**config.mk**
```make
export PLATFORM = sky130hd
export DESIGN_NAME = bitband_bridge
export DESIGN_NICKNAME = d
export VERILOG_FILES = /design/src/rtl/bitband_pkg.sv /design/src/rtl/bitband_datapath.sv /design/src/rtl/bitband_control.sv /design/src/rtl/bitband_bridge.sv
export SDC_FILE = /design/constraint.sdc
export NUM_CORES = 1
export LEC_CHECK = 0
export ABC_AREA = 1
export CAP_MARGIN = 20
export CORE_ASPECT_RATIO = 1.4
export CORE_MARGIN = 3
export CORE_UTILIZATION = 55
export DETAILED_ROUTE_END_ITERATION = 10
export DONT_BUFFER_PORTS = 1
export GPL_TIMING_DRIVEN = 0
export HOLD_SLACK_MARGIN = 0.15
export PLACE_DENSITY = 0.7
export SYNTH_ARGS = -nofsm -noshare
export SYNTH_HDL_FRONTEND = slang
export SYNTH_SLANG_ARGS = --single-unit
```
**constraint.sdc**
```tcl
create_clock -name clk -period 2.2 [get_ports clk]
set_input_delay 0.22 -clock clk [delete_from_list [all_inputs] [get_ports clk]]
set_output_delay 0.22 -clock clk [all_outputs]
set_load 0.005 [all_outputs]
```
**src/rtl/bitband_pkg.sv**
```systemverilog
package bitband_pkg;
  localparam int DATA_W   = 32;
  localparam int LANES    = DATA_W / 8;
  localparam int POS_W    = $clog2(DATA_W);
  localparam int SHIFT_W  = $clog2(8) + $clog2(LANES);

  typedef enum logic [1:0] {
    SZ_BYTE = 2'd0,
    SZ_HALF = 2'd1,
    SZ_WORD = 2'd2
  } accSize_e;

  typedef struct packed {
    logic load;
    logic capture;
    logic setErr;
    logic active;
    logic writePhase;
  } ctlStrobes_t;
endpackage

```
**src/rtl/bitband_datapath.sv**
```systemverilog
module bitband_datapath
  import bitband_pkg::*;
#(
  parameter int ADDR_W   = 32,
  parameter int REGION_W = 3,
  parameter int SPAN_W   = 25
) (
  input  logic                clk,
  input  logic                rstN,
  input  ctlStrobes_t         strobes,
  input  logic [ADDR_W-1:0]   cpuAddr,
  input  logic [1:0]          cpuSize,
  input  logic                cpuWbit,
  input  logic [DATA_W-1:0]   memRdata,
  input  logic                memAck,
  output logic [ADDR_W-1:0]   memAddr,
  output logic [1:0]          memSize,
  output logic [LANES-1:0]    memBe,
  output logic [DATA_W-1:0]   memWdata,
  output logic [DATA_W-1:0]   cpuRdata,
  output logic                cpuErr
);
  localparam int LOW_W = SPAN_W - SHIFT_W;
  localparam int PAD_W = ADDR_W - REGION_W - LOW_W;

  logic [ADDR_W-1:0] tgtRaw, tgtAligned, tgtReg;
  logic [POS_W-1:0]  idxRaw, posNext, posReg;
  logic [1:0]        sizeReg;
  logic              wbitReg, bitReg, errReg;
  logic [DATA_W-1:0] rdCap;
  logic              unusedAddrBits;

  assign unusedAddrBits = ^{cpuAddr[ADDR_W-REGION_W-1:SPAN_W], cpuAddr[1:0]};

  // alias -> backing address: region bits kept, offset divided by 32
  assign tgtRaw = {cpuAddr[ADDR_W-1 -: REGION_W], {PAD_W{1'b0}}, cpuAddr[SPAN_W-1:SHIFT_W]};
  assign idxRaw = cpuAddr[POS_W+1:2];

  always_comb begin
    tgtAligned = tgtRaw;
    posNext    = idxRaw;
    case (cpuSize)
      SZ_BYTE: posNext = {tgtRaw[1:0], idxRaw[2:0]};
      SZ_HALF: begin
        tgtAligned[0] = 1'b0;
        posNext       = {tgtRaw[1], idxRaw[3:0]};
      end
      default: tgtAligned[1:0] = 2'b00;
    endcase
  end

  always_ff @(posedge clk) begin
    if (!rstN) begin
      tgtReg  <= '0;
      posReg  <= '0;
      sizeReg <= SZ_WORD;
      wbitReg <= 1'b0;
      rdCap   <= '0;
      bitReg  <= 1'b0;
      errReg  <= 1'b0;
    end else begin
      if (strobes.load) begin
        tgtReg  <= tgtAligned;
        posReg  <= posNext;
        sizeReg <= cpuSize;
        wbitReg <= cpuWbit;
        errReg  <= 1'b0;
      end
      if (strobes.capture) begin
        rdCap  <= memRdata;
        bitReg <= memRdata[posReg];
      end
      if (strobes.setErr) errReg <= 1'b1;
    end
  end

  always_comb begin
    memWdata         = rdCap;
    memWdata[posReg] = wbitReg;
  end

  always_comb begin
    case (sizeReg)
      SZ_BYTE: memBe = LANES'(1) << tgtReg[1:0];
      SZ_HALF: memBe = tgtReg[1] ? 4'b1100 : 4'b0011;
      default: memBe = '1;
    endcase
  end

  assign memAddr  = tgtReg;
  assign memSize  = sizeReg;
  assign cpuRdata = {{(DATA_W-1){1'b0}}, bitReg};
  assign cpuErr   = errReg;

  assert_addr_stable_R1: assert property (@(posedge clk) disable iff (!rstN)
    (strobes.active && !memAck) |=> $stable(memAddr));
  assert_byte_lane_R5: assert property (@(posedge clk) disable iff (!rstN)
    (strobes.active && sizeReg == SZ_BYTE) |-> ($countones(memBe) == 1));
  assert_single_bit_R4: assert property (@(posedge clk) disable iff (!rstN)
    strobes.writePhase |-> ($countones(memWdata ^ rdCap) <= 1));
endmodule

```
**src/rtl/bitband_control.sv**
```systemverilog
module bitband_control
  import bitband_pkg::*;
(
  input  logic        clk,
  input  logic        rstN,
  input  logic        cpuReq,
  input  logic        cpuWrite,
  input  logic        memAck,
  input  logic        memErr,
  output ctlStrobes_t strobes,
  output logic        memReq,
  output logic        memWrite,
  output logic        memLock,
  output logic        cpuReady
);
  typedef enum logic [1:0] {ST_IDLE, ST_READ, ST_WRITE, ST_RESP} state_e;

  state_e stateQ, stateD;
  logic   isWriteQ;

  always_comb begin
    stateD  = stateQ;
    strobes = '0;
    case (stateQ)
      ST_IDLE: if (cpuReq) begin
        strobes.load = 1'b1;
        stateD       = ST_READ;
      end
      ST_READ: if (memAck) begin
        strobes.capture = 1'b1;
        strobes.setErr  = memErr;
        stateD = (isWriteQ && !memErr) ? ST_WRITE : ST_RESP;
      end
      ST_WRITE: if (memAck) begin
        strobes.setErr = memErr;
        stateD         = ST_RESP;
      end
      default: stateD = ST_IDLE;
    endcase
    strobes.active     = (stateQ == ST_READ) || (stateQ == ST_WRITE);
    strobes.writePhase = (stateQ == ST_WRITE);
  end

  always_ff @(posedge clk) begin
    if (!rstN) begin
      stateQ   <= ST_IDLE;
      isWriteQ <= 1'b0;
    end else begin
      stateQ <= stateD;
      if (strobes.load) isWriteQ <= cpuWrite;
    end
  end

  assign memReq   = strobes.active;
  assign memWrite = strobes.writePhase;
  assign memLock  = strobes.active && isWriteQ;
  assign cpuReady = (stateQ == ST_RESP);

  assert_req_held_R7: assert property (@(posedge clk) disable iff (!rstN)
    (memReq && !memAck) |=> (memReq && $stable(memWrite)));
  assert_lock_write_R6: assert property (@(posedge clk) disable iff (!rstN)
    (memReq && memWrite) |-> memLock);
  assert_lock_gapless_R6: assert property (@(posedge clk) disable iff (!rstN)
    (memReq && !memWrite && memLock && memAck && !memErr) |=> (memReq && memWrite && memLock));
  assert_ready_pulse_R7: assert property (@(posedge clk) disable iff (!rstN)
    cpuReady |=> !cpuReady);
  assert_ready_not_busy_R7: assert property (@(posedge clk) disable iff (!rstN)
    cpuReady |-> !memReq);
  assert_skip_write_R8: assert property (@(posedge clk) disable iff (!rstN)
    (memReq && !memWrite && memAck && memErr) |=> !memReq);
endmodule

```
**src/rtl/bitband_bridge.sv**
```systemverilog
module bitband_bridge
  import bitband_pkg::*;
#(
  parameter int ADDR_W   = 32,
  parameter int REGION_W = 3,
  parameter int SPAN_W   = 25
) (
  input  logic              clk,
  input  logic              rstN,
  input  logic              cpuReq,
  input  logic              cpuWrite,
  input  logic [1:0]        cpuSize,
  input  logic [ADDR_W-1:0] cpuAddr,
  input  logic [31:0]       cpuWdata,
  output logic              cpuReady,
  output logic [31:0]       cpuRdata,
  output logic              cpuErr,
  output logic              memReq,
  output logic              memWrite,
  output logic [1:0]        memSize,
  output logic [ADDR_W-1:0] memAddr,
  output logic [3:0]        memBe,
  output logic [31:0]       memWdata,
  output logic              memLock,
  input  logic [31:0]       memRdata,
  input  logic              memAck,
  input  logic              memErr
);
  ctlStrobes_t strobes;
  logic        unusedWdataBits;

  assign unusedWdataBits = ^cpuWdata[31:1];

  bitband_control ctl_i (
    .clk(clk), .rstN(rstN), .cpuReq(cpuReq), .cpuWrite(cpuWrite),
    .memAck(memAck), .memErr(memErr), .strobes(strobes),
    .memReq(memReq), .memWrite(memWrite), .memLock(memLock), .cpuReady(cpuReady)
  );

  bitband_datapath #(.ADDR_W(ADDR_W), .REGION_W(REGION_W), .SPAN_W(SPAN_W)) dp_i (
    .clk(clk), .rstN(rstN), .strobes(strobes), .cpuAddr(cpuAddr),
    .cpuSize(cpuSize), .cpuWbit(cpuWdata[0]), .memRdata(memRdata), .memAck(memAck),
    .memAddr(memAddr), .memSize(memSize), .memBe(memBe), .memWdata(memWdata),
    .cpuRdata(cpuRdata), .cpuErr(cpuErr)
  );
endmodule

```
==> Word-level counts from Yosys, hierarchy flattened <==
Cells that the tools add are included.
{ "word_totals": {"reg_bits": 68, "latch_bits": 0, "ram_bits": 0, "romBits": 0, "inputBits": 104, "wordCells": 53, "memories": 0} }
{ "classes": {"addsub": 0, "mul": 0, "div": 0, "order_cmp": 2, "eq_ne": 8, "shifts": 1, "mux": 22, "bitwise": 0, "reduce_logical": 11} }
{ "op_table": {"columns": ["operator", "count"], "rows": [
  ["bitwise mux 32 bit", 1],
  ["two-way mux 1 bit", 11],
  ["two-way mux 2 bit", 4],
  ["case mux 4 bit (2 select lines)", 1],
  ["== test 2 x 1 -> 1 bit (second input constant)", 3],
  ["zero test 2 bit", 3],
  ["less-than comparator 5 x 6 -> 1 bit (second input constant)", 1],
  ["case mux 2 bit (3 select lines)", 1],
  ["binary-select mux 1 bit (select 5 bit)", 1],
  ["demux 1 bit (select 5 bit)", 1],
  [">= comparator 5 x 1 -> 1 bit (second input constant)", 1],
  ["== test 2 bit (second input constant)", 2],
  ["two-way mux 4 bit", 1],
  ["!= test 2 bit (second input constant)", 2],
  ["<< shifter 1 x 2 -> 4 bit (first input constant)", 1],
  ["logical AND 1 bit", 3],
  ["AND reduction 3 bit", 1],
  ["!= test 2 x 1 -> 1 bit (second input constant)", 1],
  ["case mux 1 bit (2 select lines)", 1],
  ["nonzero test 2 bit", 1],
  ["OR reduction 2 bit", 1],
  ["zero test 1 bit", 1],
  ["logical OR 1 bit", 1]
]} }

==> Depth between registers and ports, before layout <==
{ "depth": {"depth_word": 5, "ltp_mapped": 13, "mapped_depth_nobuf": 11} }

==> Hierarchy <==
From an unflattened synthesis, not the netlist that was laid out.
{ "unflattened": {"hier_cells": 565, "hier_area_um2": 3729.8} }
{ "modules_own_cells": {"columns": ["mod", "instances", "cells_per_inst", "area_each_um2"], "rows": [
  ["bitband_datapath", 1, 521, 3433.3],
  ["bitband_control", 1, 44, 296.5]
]} }

==> Worst setup path after synthesis <==
OpenSTA, ideal clock, no wires.
{ "synth_timing": {"kind": "reg2reg", "from": "register ctl_i.stateQ[0]", "to": "register dp_i.errReg, in the netlist dp_i.cpuErr", "setup_time_ps": 70, "arrival_time_ps": 1480, "t_required_ps": 2130, "setup_slack_ps": 650, "path_stages_with_launch": 8, "path_buffers": 2, "cell_sequence": "dfxtp_1 -> inv_1 -> ha_1 -> nand2_1 -> clkbuf_1 -> clkbuf_1 -> nand2_1 -> a21oi_1"} }
{ "synth_between": {"elab_chain_cells": 3, "word_cells_on_any_way": 7, "cone_classes": "2 x eq/ne; 3 x mux; 2 x reduce/logical"} }
{ "synth_lines": {"columns": ["item", "line", "source"], "rows": [
  ["start: declaration", "bitband_control.sv:18", "state_e stateQ, stateD;"],
  ["start signal: assignment", "bitband_control.sv:49", "stateQ <= stateD;"],
  ["== test 2 bit (tied with other cells)", "bitband_control.sv:24", "case (stateQ)"],
  ["case mux 1 bit (2 select lines) or two-way mux 1 bit (tied branches)", "bitband_control.sv:24", null],
  ["two-way mux 1 bit or nonzero test 2 bit (tied branches)", null, null],
  ["end signal: assignment", "bitband_datapath.sv:60", "errReg <= 1'b0;"],
  ["end signal: assignment", "bitband_datapath.sv:67", "errReg <= 1'b0;"],
  ["end signal: assignment", "bitband_datapath.sv:73", "if (strobes.setErr) errReg <= 1'b1;"],
  ["end: declaration", "bitband_datapath.sv:29", "logic wbitReg, bitReg, errReg;"]
]} }
Several ways; a longest one is shown, not always the timed one.
A chain may end at the register's enable or synchronous reset.

==> Worst setup path in the final report <==
{ "layout_timing": {"from": "register dp_i.posReg[0]", "to": "output port memWdata[20]"} }
{ "layout_between": {"elab_chain_cells": 5, "word_cells_on_any_way": 6, "cone_classes": "2 x order compare; 3 x mux; 1 x reduce/logical"} }
{ "layout_lines": {"columns": ["item", "line", "source"], "rows": [
  ["start: declaration", "bitband_datapath.sv:27", "logic [POS_W-1:0] idxRaw, posNext, posReg;"],
  ["start signal: assignment", "bitband_datapath.sv:64", "posReg <= posNext;"],
  ["less-than comparator 5 x 6 -> 1 bit (implied by the code) or >= comparator 5 x 1 -> 1 bit (tied branches)", "bitband_datapath.sv:79", "memWdata[posReg] = wbitReg;"],
  ["logical AND 1 bit (implied by the code)", "bitband_datapath.sv:79", null],
  ["two-way mux 1 bit (implied by the code)", "bitband_datapath.sv:79", null],
  ["demux 1 bit (select 5 bit) (*)", null, null],
  ["bitwise mux 32 bit (*)", "bitband_datapath.sv:79", null],
  ["end: declaration", "bitband_bridge.sv:23", "output logic [31:0] memWdata,"]
]} }
Every way passes the cells marked *; elsewhere a longest branch is shown, timed or not.

==> results.md <==
- Yosys cell types: 26
- Area leader, netlist: dfxtp_1
- WHS: 185 ps
- Dpl cells: 662
- Core ar.: 6380 um^2
- Synth Register Bits: 68
- Layout cells sized above 1: 13.3%
- Utilization after layout: 76.3%
- Io pins: 211
- Switch Pwr: 1.96 mW
- Depth of the worst hold-timing path: 2
- Clock Latency Late Sink: 360 ps
- Worst-margin pin slew: 543 ps
- Final Setup Violations: 0
- DRC viols: 0
- RSZ-0062 raised after global routing: true
- Final nets: 775
- CTS root buf: clkbuf_8
- Sw Share: 39.7%
- Syn. warnings: 0
- PortBufs: 0
- Crit path top cell by count: buf_2
- Hpwl dp: 7890 um
- Pre-CTS WS: 247 ps
- Max_slew headroom: 63.8%
- Worst vdd rail ir drop: 0.631 mV
- Top cells by area, synth: dfxtp_1 37%, nor2_1 12%, nand2_1 9.2%
- Post-route ant nets: 0
- Vias in the first global route: 3792
- Hold Path End: ctl_i.stateQ[1]
- GRT Util Overall: 30.3%
- Fin cells: 742
- Pin count of the biggest net entering global routing: 13
- GPL Wtd Cong: 0.889
- Flop pwr share: 35.5%
- Worst R2R Path Depth: 7
- Worst path required time: 1980 ps
- Final Max Tran Viols: 0
- Skew final: 9.82 ps
- Vias per std cell: 5.32
- Clock transition at path regs: 70 ps
- CTS tree: done
- Row cnt: 34
- Share of the synthesized area in the top cell type: 36.7%
- H-tree depth: 3
- Seq/Total Area, Yosys: 36.7%
- DRT Pass-1 Iters: 6
- Max Root-Sink Buffers: 2
- Global-route wire length before repair: 17900 um
- Crit path setup slack, layout: 2.06 ps
- Die X: 75.4 um
- First-iteration detailed-routing DRC count: 223
- Endpoint class of the critical path: primary output
- Max_cap viols: 0
- Syn Inst Count: 551
- Initial antenna violation count: 0
- Power Density: 1020 nW/um^2
- R2R Path End: dp_i.rdCap[28]
- Mean Syn Cell Area: 6.73 um^2
- Commonest non-fill, non-tap cells in the layout: 118 x nor2_1, 91 x nand2_1, 68 x o21ai_0, 68 x dfxtp_1, 64 x dlygate4sd3_1
- Final WL: 11800 um
- Hold Path Class: in2reg
- Tcrit/Tclk final: 99.9%
- Internal power: 2.98 mW
- P_leak: 2.18 nW
- Total CTS buffers: 9
- Min Tclk post-route: 2200 ps
- Combinational power share: 38.3%
- Worst reg2reg path startpoint: ctl_i.stateQ[1]
- Crit-path cells: buf_2 > buf_2 > nor2_2 > clkbuf_4 > a21oi_1 > a31oi_1
- Clock share of power: 26.2%
- Worst Setup Start Kind: register
- Critical path class: reg2out
- Mapped Area: 3710 um^2
- GRT overflow: 0
- Fin. Hold Viols: 0
- Reg2Reg Setup Slack: 300 ps
- Die Area: 7780 um^2
- Status: finished, final reports clean
- Crit Path Max Fanout: 10
- Area Growth Syn to Fin: 31.2%
- Slowest CP cell: dfxtp_1
- Commonest non-fill, non-tap cell in the layout: nor2_1
- Antenna cell count: 0
- Die span in y: 103 um
- Sinks on Clock Net: 68
- Routed WL per cell: 16.0 um
- Hold path startpoint: cpuReq
- Power, Total: 4.94 mW
- Worst path max stage delay: 300 ps
- Vias post-DR: 3944
- Critical path data arrival time: 1980 ps
- Fmax: 455 MHz
- Effective utilization at floorplan: 58.1%
-- per-layer routing --
layer  track usage (%)  wire [um]  vias up  part of all wire, %
li1                  -          -     1948                    -
met1              32.7       4170     1747                   35
met2              53.4       6210      215                   52
met3              8.99       1120       34                  9.4
met4              13.9        344        0                  2.9
met5                 0          0        -                    0
-- sequential cells by signal (all words and copies together), names as in the netlist --
signal	count
ctl_i.isWriteQ	1
ctl_i.stateQ	2
dp_i.bitReg	1
dp_i.cpuErr	1
dp_i.memAddr	23
dp_i.memSize	2
dp_i.posReg	5
dp_i.rdCap	32
dp_i.wbitReg	1
-- worst max-delay path, delay by kind of cell (launching register included) --
family,cells,cell delay [ps]
flip-flops,1,300
buffers and inverters,3,660
AO/OA/AOI/OAI,2,380
AND/OR/NAND/NOR,1,280
-- per-stage QoR --
step | area, um^2 | setup TNS (ps)
2_1_floorplan | 3860 | 0
3_3_place_gp | 3950 | 0
3_5_place_dp | 3950 | 0
4_1_cts | 4850 | 0
5_1_grt | 4870 | -91.3
6_report | 4870 | 0
-- cells by family (layout without fill, tap and decap cells) --
kind of cell	Yosys count	in the layout	synth area share [%]
AO/OA/AOI/OAI	148	148	21.0
buffers and inverters	104	184	15.1
AND/OR/NAND/NOR	224	224	25.1
adder cells (fa/ha/maj)	6	6	2.02
other	1	40	0.101
flip-flops	68	68	36.7
-- cells in the mapped netlist (all sizes together) --
master   number
clkinv        2
inv          29
ha            6
o2111ai       1
o21ai        76
o21a          1
conb          1
nand2        92
nor3          8
nor2        121
nor4          1
clkbuf       22
o21bai        1
nand3         2
dfxtp        68
a21oi        46
a31oi        22
buf          51
o211ai        1
-- layout make-up --
class                           instances  area [um^2]
Buffer                                 73          449
Clock buffer                           10          138
Clock inverter                          6          111
Fill cell                             558         1520
Inverter                               31          121
Multi-Input combinational cell        418         1950
Sequential cell                        68         1360
Tap cell                               72         90.1
Timing Repair Buffer                   64          641
-- worst max-delay path by stage --
stage	startpoint	depth (start not counted)	end
floorplan	ctl_i.stateQ[0]	7	dp_i.cpuErr
global placement	dp_i.posReg[0]	6	memWdata[18]
detailed placement	ctl_i.stateQ[0]	7	dp_i.memAddr[1]
CTS	dp_i.posReg[0]	6	memWdata[18]
global route	dp_i.posReg[0]	7	memWdata[17]
finish	dp_i.posReg[0]	6	memWdata[20]
-- power groups by stage --
stage / combinational (mW) / sequential, mW / clock (mW)
2_1_floorplan: 1.35 / 1.72 / 0
3_3_place_gp: 1.67 / 1.77 / 0
3_5_place_dp: 1.71 / 1.78 / 0
4_1_cts: 1.82 / 1.75 / 1.29
5_1_grt: 2.13 / 1.79 / 1.35
6_report: 1.89 / 1.75 / 1.30
-- repair_timing --
| item | 4_1_cts | 5_1_grt |
|---|---|---|
| gates resized for setup | 5 | 7 |
| endpoints found under the hold margin | 65 | 0 |
| hold buffers | 64 | 0 |
| setup endpoints to repair | 12 | 10 |
| setup buffers | 0 | 0 |
Note: power is estimated with default switching activity, not from simulation.
